$ cat src/rtl/pcd_pkg.sv
package pcd_pkg;

    typedef enum logic [1:0] {
        REG_GEN  = 2'd0,
        REG_DIV  = 2'd1,
        REG_EDGE = 2'd2,
        REG_NONE = 2'd3
    } reg_sel_e;

    localparam int GEN_SEL_BIT = 20;
    localparam int GEN_POL_BIT = 17;
    localparam int FALL_LSB    = 16;

endpackage

$ cat src/rtl/pcd_regs.sv
module pcd_regs
    import pcd_pkg::*;
#(
    parameter int INT_W  = 8,
    parameter int FRAC_W = 4,
    parameter int EDGE_W = 9
) (
    input  logic              clk,
    input  logic              rst_n,
    input  logic              wr_en,
    input  logic [1:0]        wr_addr,
    input  logic [31:0]       wr_data,
    input  logic              boundary,
    output logic              src_ext,
    output logic              out_inv,
    output logic [INT_W-1:0]  pend_int,
    output logic [FRAC_W-1:0] pend_frac,
    output logic [EDGE_W-1:0] rise,
    output logic [EDGE_W-1:0] fall
);
    localparam int DIV_W = INT_W + FRAC_W;

    typedef struct packed {
        logic              sel;
        logic              inv;
        logic [DIV_W-1:0]  div;
        logic [EDGE_W-1:0] p_rise;
        logic [EDGE_W-1:0] p_fall;
        logic [EDGE_W-1:0] a_rise;
        logic [EDGE_W-1:0] a_fall;
    } regs_t;

    regs_t st_d, st_q;

    always_comb begin
        st_d = st_q;
        if (boundary) begin
            st_d.a_rise = st_q.p_rise;
            st_d.a_fall = st_q.p_fall;
        end
        if (wr_en) begin
            case (reg_sel_e'(wr_addr))
                REG_GEN: begin
                    st_d.sel = wr_data[GEN_SEL_BIT];
                    st_d.inv = wr_data[GEN_POL_BIT];
                end
                REG_DIV:  st_d.div = wr_data[DIV_W-1:0];
                REG_EDGE: begin
                    st_d.p_rise = wr_data[EDGE_W-1:0];
                    st_d.p_fall = wr_data[FALL_LSB +: EDGE_W];
                end
                default: ;
            endcase
        end
    end

    always_ff @(posedge clk or negedge rst_n) begin
        if (!rst_n) begin
            st_q        <= '0;
            st_q.div    <= DIV_W'(1) << FRAC_W;
        end else begin
            st_q <= st_d;
        end
    end

    assign src_ext   = st_q.sel;
    assign out_inv   = st_q.inv;
    assign pend_int  = st_q.div[DIV_W-1:FRAC_W];
    assign pend_frac = st_q.div[FRAC_W-1:0];
    assign rise      = boundary ? st_q.p_rise : st_q.a_rise;
    assign fall      = boundary ? st_q.p_fall : st_q.a_fall;

endmodule

$ cat src/rtl/pcd_phase.sv
module pcd_phase #(
    parameter int INT_W  = 8,
    parameter int FRAC_W = 4,
    parameter int CNT_W  = INT_W + 1
) (
    input  logic              clk,
    input  logic              rst_n,
    input  logic              tick,
    input  logic [INT_W-1:0]  pend_int,
    input  logic [FRAC_W-1:0] pend_frac,
    output logic              boundary,
    output logic [CNT_W-1:0]  phase_nxt,
    output logic [CNT_W-1:0]  cnt,
    output logic [CNT_W-1:0]  len,
    output logic              stb
);
    typedef struct packed {
        logic [CNT_W-1:0]  cnt;
        logic [CNT_W-1:0]  len;
        logic [FRAC_W-1:0] acc;
        logic              stb;
    } phase_t;

    phase_t st_d, st_q;

    logic             last;
    logic [INT_W-1:0] int_eff;
    logic [FRAC_W:0]  acc_sum;

    always_comb begin
        last     = (st_q.cnt == st_q.len - CNT_W'(1));
        boundary = tick && last;
        int_eff  = (pend_int == '0) ? INT_W'(1) : pend_int;
        acc_sum  = {1'b0, st_q.acc} + {1'b0, pend_frac};

        st_d     = st_q;
        st_d.stb = 1'b0;
        if (tick) begin
            if (last) begin
                st_d.cnt = '0;
                st_d.acc = acc_sum[FRAC_W-1:0];
                st_d.len = CNT_W'(int_eff) + CNT_W'(acc_sum[FRAC_W]);
                st_d.stb = 1'b1;
            end else begin
                st_d.cnt = st_q.cnt + CNT_W'(1);
            end
        end
        phase_nxt = st_d.cnt;
    end

    always_ff @(posedge clk or negedge rst_n) begin
        if (!rst_n) begin
            st_q     <= '0;
            st_q.len <= CNT_W'(1);
        end else begin
            st_q <= st_d;
        end
    end

    assign cnt = st_q.cnt;
    assign len = st_q.len;
    assign stb = st_q.stb;

endmodule

$ cat src/rtl/pcd_wave.sv
module pcd_wave #(
    parameter int CNT_W  = 9,
    parameter int EDGE_W = 9
) (
    input  logic              clk,
    input  logic              rst_n,
    input  logic              tick,
    input  logic [CNT_W-1:0]  phase_nxt,
    input  logic [EDGE_W-1:0] rise,
    input  logic [EDGE_W-1:0] fall,
    output logic              level
);
    localparam int CMP_W = (CNT_W + 1 > EDGE_W) ? CNT_W + 1 : EDGE_W;

    typedef struct packed {
        logic level;
    } wave_t;

    wave_t st_d, st_q;

    logic [CMP_W-1:0] half_pos;
    logic [CMP_W-1:0] rise_x;
    logic [CMP_W-1:0] fall_x;

    always_comb begin
        half_pos = CMP_W'({phase_nxt, 1'b0});
        rise_x   = CMP_W'(rise);
        fall_x   = CMP_W'(fall);
        st_d     = st_q;
        if (tick) begin
            st_d.level = (rise_x <= half_pos) && (half_pos < fall_x);
        end
    end

    always_ff @(posedge clk or negedge rst_n) begin
        if (!rst_n) st_q <= '0;
        else        st_q <= st_d;
    end

    assign level = st_q.level;

endmodule

$ cat src/rtl/pixclk_frac_div.sv
module pixclk_frac_div #(
    parameter int INT_W  = 8,
    parameter int FRAC_W = 4,
    parameter int EDGE_W = 9
) (
    input  logic        clk,
    input  logic        rst_n,
    input  logic        int_tick_i,
    input  logic        ext_tick_i,
    input  logic        wr_en_i,
    input  logic [1:0]  wr_addr_i,
    input  logic [31:0] wr_data_i,
    output logic        pix_clk_o,
    output logic        pix_stb_o
);
    localparam int CNT_W = INT_W + 1;

    logic              src_ext;
    logic              out_inv;
    logic [INT_W-1:0]  pend_int;
    logic [FRAC_W-1:0] pend_frac;
    logic [EDGE_W-1:0] rise;
    logic [EDGE_W-1:0] fall;
    logic              boundary;
    logic [CNT_W-1:0]  phase_nxt;
    logic [CNT_W-1:0]  cnt_q;
    logic [CNT_W-1:0]  len_q;
    logic              stb;
    logic              level;
    logic              tick;

    assign tick = src_ext ? ext_tick_i : int_tick_i;

    pcd_regs #(.INT_W(INT_W), .FRAC_W(FRAC_W), .EDGE_W(EDGE_W)) u_regs (
        .clk       (clk),
        .rst_n     (rst_n),
        .wr_en     (wr_en_i),
        .wr_addr   (wr_addr_i),
        .wr_data   (wr_data_i),
        .boundary  (boundary),
        .src_ext   (src_ext),
        .out_inv   (out_inv),
        .pend_int  (pend_int),
        .pend_frac (pend_frac),
        .rise      (rise),
        .fall      (fall)
    );

    pcd_phase #(.INT_W(INT_W), .FRAC_W(FRAC_W), .CNT_W(CNT_W)) u_phase (
        .clk       (clk),
        .rst_n     (rst_n),
        .tick      (tick),
        .pend_int  (pend_int),
        .pend_frac (pend_frac),
        .boundary  (boundary),
        .phase_nxt (phase_nxt),
        .cnt       (cnt_q),
        .len       (len_q),
        .stb       (stb)
    );

    pcd_wave #(.CNT_W(CNT_W), .EDGE_W(EDGE_W)) u_wave (
        .clk       (clk),
        .rst_n     (rst_n),
        .tick      (tick),
        .phase_nxt (phase_nxt),
        .rise      (rise),
        .fall      (fall),
        .level     (level)
    );

    assign pix_clk_o = level ^ out_inv;
    assign pix_stb_o = stb;

endmodule

$ cat config.mk
export PLATFORM = sky130hd
export DESIGN_NAME = pixclk_frac_div
export DESIGN_NICKNAME = d
export VERILOG_FILES = /design/src/rtl/pcd_pkg.sv /design/src/rtl/pcd_regs.sv /design/src/rtl/pcd_phase.sv /design/src/rtl/pcd_wave.sv /design/src/rtl/pixclk_frac_div.sv
export SDC_FILE = /design/constraint.sdc
export NUM_CORES = 1
export LEC_CHECK = 0
export ABC_CLOCK_PERIOD_IN_PS = 4450
export BUFFER_PORTS_ARGS = -buffer_cell sky130_fd_sc_hd__buf_2
export CORE_ASPECT_RATIO = 1.5
export CORE_MARGIN = 1
export CORE_UTILIZATION = 47
export CTS_CLUSTER_DIAMETER = 30
export DETAILED_ROUTE_END_ITERATION = 10
export PLACE_DENSITY = 0.68
export SLEW_MARGIN = 20
export SYNTH_ARGS = -nofsm -noshare
export SYNTH_HDL_FRONTEND = slang
export SYNTH_SLANG_ARGS = --single-unit
$ cat constraint.sdc
create_clock -name clk -period 4.45 [get_ports clk]
set_input_delay 0.445 -clock clk [delete_from_list [all_inputs] [get_ports clk]]
set_output_delay 0.445 -clock clk [all_outputs]
set_load 0.01 [all_outputs]
==> reports/summary.txt, run 1 <==
=====================================================================================
Combined global-route utilization of all metal layers ..................       20.22%
Final Hold Violating Endpoints .........................................            0
Clock net sink count ...................................................           74
Seq cells post-synth ...................................................           74
Max Clock Freq .........................................................   0.2373 GHz
Final period utilization ...............................................       94.69%
End-of-flow core utilization ...........................................       55.83%
Mapped Avg Cell Area ...................................................    10.10 µm²
Worst VDD drop .........................................................     331.6 µV
Number of buffers added on ports .......................................           29
Power per standard cell area ........................................... 577.1 nW/µm²
Worst setup SP type ....................................................         flop
Number of antenna violations at the first check in global routing ......            0
Starting utilization of the core area ..................................       48.36%
Area of the core region ................................................     8413 µm²
Worst slew slack as a fraction of its limit ............................       37.72%
Detailed-placement wirelength estimate .................................      6073 µm
Ratio of routed vias to standard cells .................................        5.367
Total congestion overflow ..............................................            0
Antenna fix cells ......................................................            0
Row cnt ................................................................           41
Hold/Removal Path Class ................................................ input pin to asynchronous set/reset pin
Post-detailed-routing wire length ......................................      8287 µm
Clock-pin slew on the worst setup and hold paths .......................        50 ps
Number of flops mapped to enable cells by yosys ........................            0
Max Cap Violations .....................................................            0
Iteration count of the initial detailed-routing pass ...................            4
Pin count of the biggest net entering global routing ...................           46
Data arrival time of the critical path .................................      4480 ps
Setup violation total in the final timing report .......................            0
Count of routing violations after the opening detailed-route iteration .          179
Number of nets in the layout ...........................................          500
Post-Synthesis Net Count ...............................................          465
Routability cong. ......................................................       0.9002
Kind of capture point of the worst setup path ..........................         flop
Crit path required time ................................................      4710 ps
Largest fanout on the critical path ....................................            8
Horizontal extent of the die ...........................................     77.97 µm
Leakage power summed over all cells ....................................     2.225 nW
Placed Cells incl. Taps ................................................          534
Area grow syn2layout ...................................................       15.44%
Area of the die ........................................................     9041 µm²
Crit path time final ...................................................      4214 ps
Final Slew Violations ..................................................            0
Wirelength per Cell ....................................................     15.07 µm
Number of design rule violations left after detail routing .............            0
Setup Slack @ Placement ................................................     73.28 ps
Most common cell after layout, fill and taps aside ..................... sky130_fd_sc_hd__nand2_1
Total CTS buffers ......................................................            9
Fraction of final layout cells with drive strength greater than 1 ......       24.15%
Sequential cell area fraction in the yosys report ......................       45.57%
Number of I/O pins .....................................................           41
Setup TNS ..............................................................         0 ps
Number of different library cells in the post-synthesis netlist ........           57
Clock tree from TritonCTS ..............................................        built
Final WS setup .........................................................     236.2 ps
Global-route wire length before repair .................................     13880 µm
Synthesized instance count .............................................          403
Setup repair after global routing missed its margin ....................        false
Setup Crit Path Kind ................................................... flop to flop
Maximum level of the CTS H-tree ........................................            3
Vias in the first global route .........................................         2914
Synth warn .............................................................            0
Most used flip-flop cell after synthesis ............................... sky130_fd_sc_hd__dfrtp_1
Setup Fix Bufs, Post-CTS ...............................................            0
Final ANT Viol Nets ....................................................            0
Number of buffers between clock root and the deepest sink ..............            2
Cell area after synthesis ..............................................     4069 µm²
Final clock skew .......................................................     5.880 ps
Final non-filler cell total ............................................          550
Clk Latency, worst-skew pair ...........................................       330 ps
Die outline height .....................................................     116.0 µm
Clock root cell ........................................................ sky130_fd_sc_hd__clkbuf_16
Fraction of registers with async set/reset .............................       100.0%
Status .................................................................    completed
Least-Margin Pin Slew ..................................................     931.4 ps
Routed vias ............................................................         2952
Most used cells in the layout excluding fill and tap cells ............. sky130_fd_sc_hd__nand2_1 (99), sky130_fd_sc_hd__dfrtp_1 (72), sky130_fd_sc_hd__mux2_2 (35), sky130_fd_sc_hd__buf_2 (28), sky130_fd_sc_hd__inv_1 (24)
Total power ............................................................     2.711 mW
=====================================================================================
-- through the flow --
step,hold slack (ps),area [µm²]
finish,112.9,4697
CTS,324.3,4648
detailed placement,449.3,4345
global placement,443.8,4345
global route,160.8,4697
floorplan,149.4,4069
-- cell families after synthesis --
| group | synth area share [%] |
|---|---|
| AO/OA/AOI/OAI | 8.119 |
| AND/OR/NAND/NOR | 18.88 |
| adder cells (fa/ha/maj) | 7.257 |
| XOR/XNOR | 5.382 |
| multiplexers | 11.13 |
| flip-flops | 45.57 |
| buffers and inverters | 3.659 |
-- registers in the layout, indices dropped and copies added (netlist names) --
name,flops
u_regs.st_q,36
u_phase.cnt,9
u_phase.len,9
u_regs.pend_int,8
u_phase.st_q,4
u_regs.pend_frac,4
u_phase.stb,1
u_regs.out_inv,1
u_regs.src_ext,1
u_wave.level,1
-- cell type report --
| class | count | area (µm²) |
|---|---|---|
| repair buffers | 36 | 200.2 |
| clock inverters | 5 | 53.80 |
| multi-input cells | 292 | 2116 |
| inverters | 25 | 96.34 |
| well taps | 107 | 133.9 |
| flip-flops and latches | 74 | 1854 |
| fillers | 759 | 3716 |
| clock buffers | 11 | 242.7 |
-- metal layers --
layer,GRT usage [%],part of all wire [%],vias up
met4,7.160,1.6,0
met2,36.99,54,54
li1,-,-,1457
met1,23.28,42,1431
met3,4.331,2.9,10
met5,0,0,-
-- Yosys cell counts (2+ instances only) --
library cell / count / area (µm²)
sky130_fd_sc_hd__xor2_1: 9 / 78.83
sky130_fd_sc_hd__nand2_1: 99 / 371.6
sky130_fd_sc_hd__dfstp_2: 2 / 52.55
sky130_fd_sc_hd__a21o_1: 5 / 37.54
sky130_fd_sc_hd__mux2i_1: 3 / 30.03
sky130_fd_sc_hd__nor2b_1: 3 / 18.77
sky130_fd_sc_hd__o31a_1: 2 / 17.52
sky130_fd_sc_hd__xnor3_1: 2 / 45.04
sky130_fd_sc_hd__clkbuf_1: 8 / 30.03
sky130_fd_sc_hd__a221oi_1: 2 / 17.52
sky130_fd_sc_hd__o21a_1: 2 / 15.01
sky130_fd_sc_hd__nor4_2: 2 / 25.02
sky130_fd_sc_hd__or2_2: 2 / 12.51
sky130_fd_sc_hd__nor3_1: 6 / 30.03
sky130_fd_sc_hd__mux2_2: 35 / 394.1
sky130_fd_sc_hd__nand3b_1: 4 / 30.03
sky130_fd_sc_hd__a21oi_1: 4 / 20.02
sky130_fd_sc_hd__nand4_1: 4 / 25.02
sky130_fd_sc_hd__nor2_1: 5 / 18.77
sky130_fd_sc_hd__o21ai_0: 22 / 110.1
sky130_fd_sc_hd__o211ai_1: 2 / 15.01
sky130_fd_sc_hd__nand2b_1: 8 / 50.05
sky130_fd_sc_hd__ha_1: 22 / 275.3
sky130_fd_sc_hd__inv_1: 24 / 90.09
sky130_fd_sc_hd__nor3b_1: 3 / 22.52
sky130_fd_sc_hd__buf_2: 2 / 10.01
sky130_fd_sc_hd__and3_1: 2 / 12.51
sky130_fd_sc_hd__dfrtp_1: 72 / 1802
sky130_fd_sc_hd__nor4_1: 5 / 31.28
sky130_fd_sc_hd__xnor2_1: 9 / 78.83
sky130_fd_sc_hd__nand3_1: 7 / 35.03
-- critical path, stage by stage, from the launching register on --
cell	delay (ps)
sky130_fd_sc_hd__dfrtp_1	460
sky130_fd_sc_hd__nor3_2	370
sky130_fd_sc_hd__o311ai_0	200
sky130_fd_sc_hd__o211ai_1	420
sky130_fd_sc_hd__nor4_2	90
sky130_fd_sc_hd__buf_4	170
sky130_fd_sc_hd__or2_2	310
sky130_fd_sc_hd__o31a_1	280
sky130_fd_sc_hd__inv_1	90
sky130_fd_sc_hd__ha_1	260
sky130_fd_sc_hd__a21oi_1	170
sky130_fd_sc_hd__o21ai_0	120
sky130_fd_sc_hd__nor3_2	240
sky130_fd_sc_hd__o41ai_1	100
sky130_fd_sc_hd__a211o_1	280
sky130_fd_sc_hd__or4_1	470
sky130_fd_sc_hd__nand3_1	90
-- power breakdown --
group / total [mW] / switching, mW / internal, mW / leakage [nW]
logic: 0.957 / 0.511 / 0.446 / 1.15
clock network: 0.713 / 0.266 / 0.447 / 0.149
registers: 1.04 / 0.183 / 0.857 / 0.928
total: 2.71 / 0.960 / 1.75 / 2.22
-- final timing paths --
check	depth (start not counted)	end	slack (ps)	startpoint
setup / recovery	16	u_wave.level$_DFFE_PN0P_	240	u_phase.len[2]$_DFFE_PN0N_
hold / removal	1	u_regs.st_q[21]$_DFFE_PN0P_	110	rst_n
setup reg to reg	16	u_wave.level$_DFFE_PN0P_	240	u_phase.len[2]$_DFFE_PN0N_
hold reg to reg	2	u_regs.st_q[12]$_DFFE_PN0N_	460	u_regs.st_q[12]$_DFFE_PN0N_
max in group asynchronous	2	u_phase.len[0]$_DFFE_PN1N_	3470	rst_n
min in group clk	2	u_regs.st_q[18]$_DFFE_PN0P_	340	wr_data_i[16]
-- timing repair --
action / 4_1_cts / 5_1_grt
resized for setup: 1 / 8
setup endpoints to repair: 1 / 1
pin swaps: 0 / 3
hold buffers: 0 / 0
Power figures use the tool's default switching activity.
==> run 2: changes to the inputs <==
--- a/config.mk
+++ b/config.mk
@@ -9,10 +9,9 @@
 export BUFFER_PORTS_ARGS = -buffer_cell sky130_fd_sc_hd__buf_2
 export CORE_ASPECT_RATIO = 1.5
 export CORE_MARGIN = 1
-export CORE_UTILIZATION = 47
-export CTS_CLUSTER_DIAMETER = 30
+export CORE_UTILIZATION = 38
 export DETAILED_ROUTE_END_ITERATION = 10
-export PLACE_DENSITY = 0.68
+export SETUP_SLACK_MARGIN = 0.15
 export SLEW_MARGIN = 20
 export SYNTH_ARGS = -nofsm -noshare
 export SYNTH_HDL_FRONTEND = slang
==> reports/summary.txt, run 2 (synthesis results as in run 1) <==
=====================================================================================
Count of routing violations after the opening detailed-route iteration .          146
Data arrival time of the critical path .................................      4320 ps
Total power ............................................................     2.909 mW
Max reg flops ..........................................................           36
Row cnt ................................................................           45
Fraction of power spent switching nets .................................       33.55%
Clock-pin slew on the worst setup and hold paths .......................        60 ps
Status .................................................................    completed
Die outline height .....................................................     128.7 µm
Combined global-route utilization of all metal layers ..................       16.56%
Area of the die ........................................................    11130 µm²
Detailed-placement wirelength estimate .................................      6167 µm
Number of fill cells in the layout .....................................          981
Maximum level of the CTS H-tree ........................................            3
Number of nets in the layout ...........................................          505
Max Cap Violations .....................................................            0
Post-detailed-routing wire length ......................................      8398 µm
Worst reg2reg setup slack ..............................................       390 ps
Worst flop-to-flop path endpoint ....................................... u_wave.level$_DFFE_PN0P_
Worst slew slack as a fraction of its limit ............................       34.72%
Clock root cell ........................................................ sky130_fd_sc_hd__clkbuf_16
Total CTS buffers ......................................................            9
Largest fanout on the critical path ....................................            7
CP startpoint .......................................................... u_phase.len[0]$_DFFE_PN1N_
Area grow syn2layout ...................................................       20.20%
Total internal power ...................................................     1.933 mW
R2r startpoint ......................................................... u_phase.len[0]$_DFFE_PN1N_
Iteration count of the initial detailed-routing pass ...................            4
Most common cell after layout, fill and taps aside ..................... sky130_fd_sc_hd__nand2_1
Final Slew Violations ..................................................            0
Fraction of final layout cells with drive strength greater than 1 ......       25.89%
Max Clock Freq .........................................................   0.2462 GHz
Area of the core region ................................................    10250 µm²
Hold/Removal Path Class ................................................ input pin to asynchronous set/reset pin
Most used cells in the layout excluding fill and tap cells ............. sky130_fd_sc_hd__nand2_1 (97), sky130_fd_sc_hd__dfrtp_1 (72), sky130_fd_sc_hd__mux2_2 (35), sky130_fd_sc_hd__buf_2 (28), sky130_fd_sc_hd__inv_1 (24)
Setup repair after global routing missed its margin ....................        false
Worst-case reg-to-reg path depth .......................................           18
Register with the most flip-flops ......................................  u_regs.st_q
Number of antenna violations at the first check in global routing ......            0
Clk Latency, worst-skew pair ...........................................       330 ps
Number of buffers between clock root and the deepest sink ..............            2
Routability cong. ......................................................       0.8620
Clock power share ......................................................        30.3%
Total congestion overflow ..............................................            0
Final clock skew .......................................................     8.299 ps
Final ANT Viol Nets ....................................................            0
Combinational share of power ...........................................        33.8%
Antenna fix cells ......................................................            0
Number of design rule violations left after detail routing .............            0
Final WS setup .........................................................     388.1 ps
Horizontal extent of the die ...........................................     86.49 µm
Setup violation total in the final timing report .......................            0
Setup TNS ..............................................................         0 ps
Hold buffers post-CTS ..................................................            0
Clock tree from TritonCTS ..............................................        built
Kind of capture point of the worst setup path ..........................         flop
Power per standard cell area ........................................... 594.8 nW/µm²
Ratio of routed vias to standard cells .................................        5.032
Vias in the first global route .........................................         2970
Capture point of the worst path ........................................ u_wave.level$_DFFE_PN0P_
Pin count of the biggest net entering global routing ...................           75
Final Hold Violating Endpoints .........................................            0
Reg area ...............................................................     1854 µm²
Crit path time final ...................................................      4062 ps
Global-route wire length before repair .................................     14150 µm
Number of buffers added on ports .......................................           29
Seq pwr share ..........................................................        35.9%
Leakage power summed over all cells ....................................     2.303 nW
Worst VDD drop .........................................................     296.4 µV
Multi-input gate area in the final layout ..............................     2152 µm²
Final period utilization ...............................................       91.28%
Setup Slack @ Placement ................................................     113.4 ps
Starting utilization of the core area ..................................       39.71%
Worst setup SP type ....................................................         flop
Crit path required time ................................................      4710 ps
Switch Pwr .............................................................    0.9761 mW
WHS ....................................................................     256.4 ps
Routed vias ............................................................         2964
Setup Crit Path Kind ................................................... flop to flop
Number of I/O pins .....................................................           41
Clock net sink count ...................................................           74
Wirelength per Cell ....................................................     14.26 µm
Least-Margin Pin Slew ..................................................     976.2 ps
=====================================================================================
-- run 2: worst min path at each step --
stage | start | end | slack [ps] | cells after the start
3_5_place_dp | u_regs.st_q[11]$_DFFE_PN0N_ | u_regs.st_q[11]$_DFFE_PN0N_ | 450 | 2
4_1_cts | rst_n | u_phase.len[2]$_DFFE_PN0N_ | 300 | 1
2_1_floorplan | rst_n | u_phase.cnt[0]$_DFF_PN0_ | 150 | 0
3_3_place_gp | u_regs.st_q[17]$_DFFE_PN0N_ | u_regs.st_q[17]$_DFFE_PN0N_ | 440 | 2
5_1_grt | wr_data_i[9] | u_regs.pend_int[5]$_DFFE_PN0P_ | 330 | 2
6_report | rst_n | u_regs.out_inv$_DFFE_PN0P_ | 260 | 1
-- run 2: what timing repair did --
action                     in CTS  in global routing
setup buffers                   1                  4
setup endpoints to repair       1                  1
hold endpoints to repair        0                  0
pin swaps                       2                  5
cloned                          0                  1
gates resized for setup         6                 17
-- run 2: layout make-up --
| cell class | count | area share, % |
|---|---|---|
| Clock inverter | 7 | 2.891 |
| Sequential cell | 74 | 37.91 |
| Timing Repair Buffer | 40 | 4.861 |
| Inverter | 25 | 2.021 |
| Multi-Input combinational cell | 292 | 44.00 |
| Timing Repair inverter | 1 | 0.1023 |
| Clock buffer | 9 | 4.605 |
| Tap cell | 141 | 3.607 |
-- run 2: per-stage QoR --
stage                     instances  util (%)  cell area (µm²)
after global routing            589     47.73             4891
after floorplan                 403         -             4069
final                           589     47.73             4891
after global placement          567     42.77             4383
after detailed placement        567     42.77             4383
after CTS                       584     46.74             4790
-- run 2: per-layer routing --
metal | wire length [µm] | track usage [%] | vias up
met5 | 0 | 0 | -
met4 | 177 | 8.039 | 0
met3 | 183 | 2.822 | 16
met2 | 4509 | 29.46 | 46
met1 | 3528 | 19.09 | 1437
li1 | - | - | 1465
-- run 2: worst max-delay path: stages (launching register included) --
cell and delay (ps):
sky130_fd_sc_hd__dfstp_2 560, sky130_fd_sc_hd__inv_1 60, sky130_fd_sc_hd__ha_2 220, sky130_fd_sc_hd__nand2b_1 170
sky130_fd_sc_hd__a21o_1 220, sky130_fd_sc_hd__a31oi_4 230, sky130_fd_sc_hd__nor4_2 80, sky130_fd_sc_hd__buf_4 180
sky130_fd_sc_hd__or2_2 320, sky130_fd_sc_hd__o31a_1 280, sky130_fd_sc_hd__inv_1 90, sky130_fd_sc_hd__ha_1 260
sky130_fd_sc_hd__a21oi_1 150, sky130_fd_sc_hd__o21ai_1 90, sky130_fd_sc_hd__nor3_2 140, sky130_fd_sc_hd__o41ai_1 110
sky130_fd_sc_hd__a211o_1 280, sky130_fd_sc_hd__or4_1 460, sky130_fd_sc_hd__nand3_1 100
-- run 2: power by group through the flow --
stage	Combinational [mW]	Clock, mW	Sequential (mW)
floorplan	0.730	0	0.978
global placement	0.870	0	1.04
detailed placement	0.904	0	1.05
CTS	0.935	0.897	1.04
global route	1.12	0.928	1.08
finish	0.984	0.882	1.04
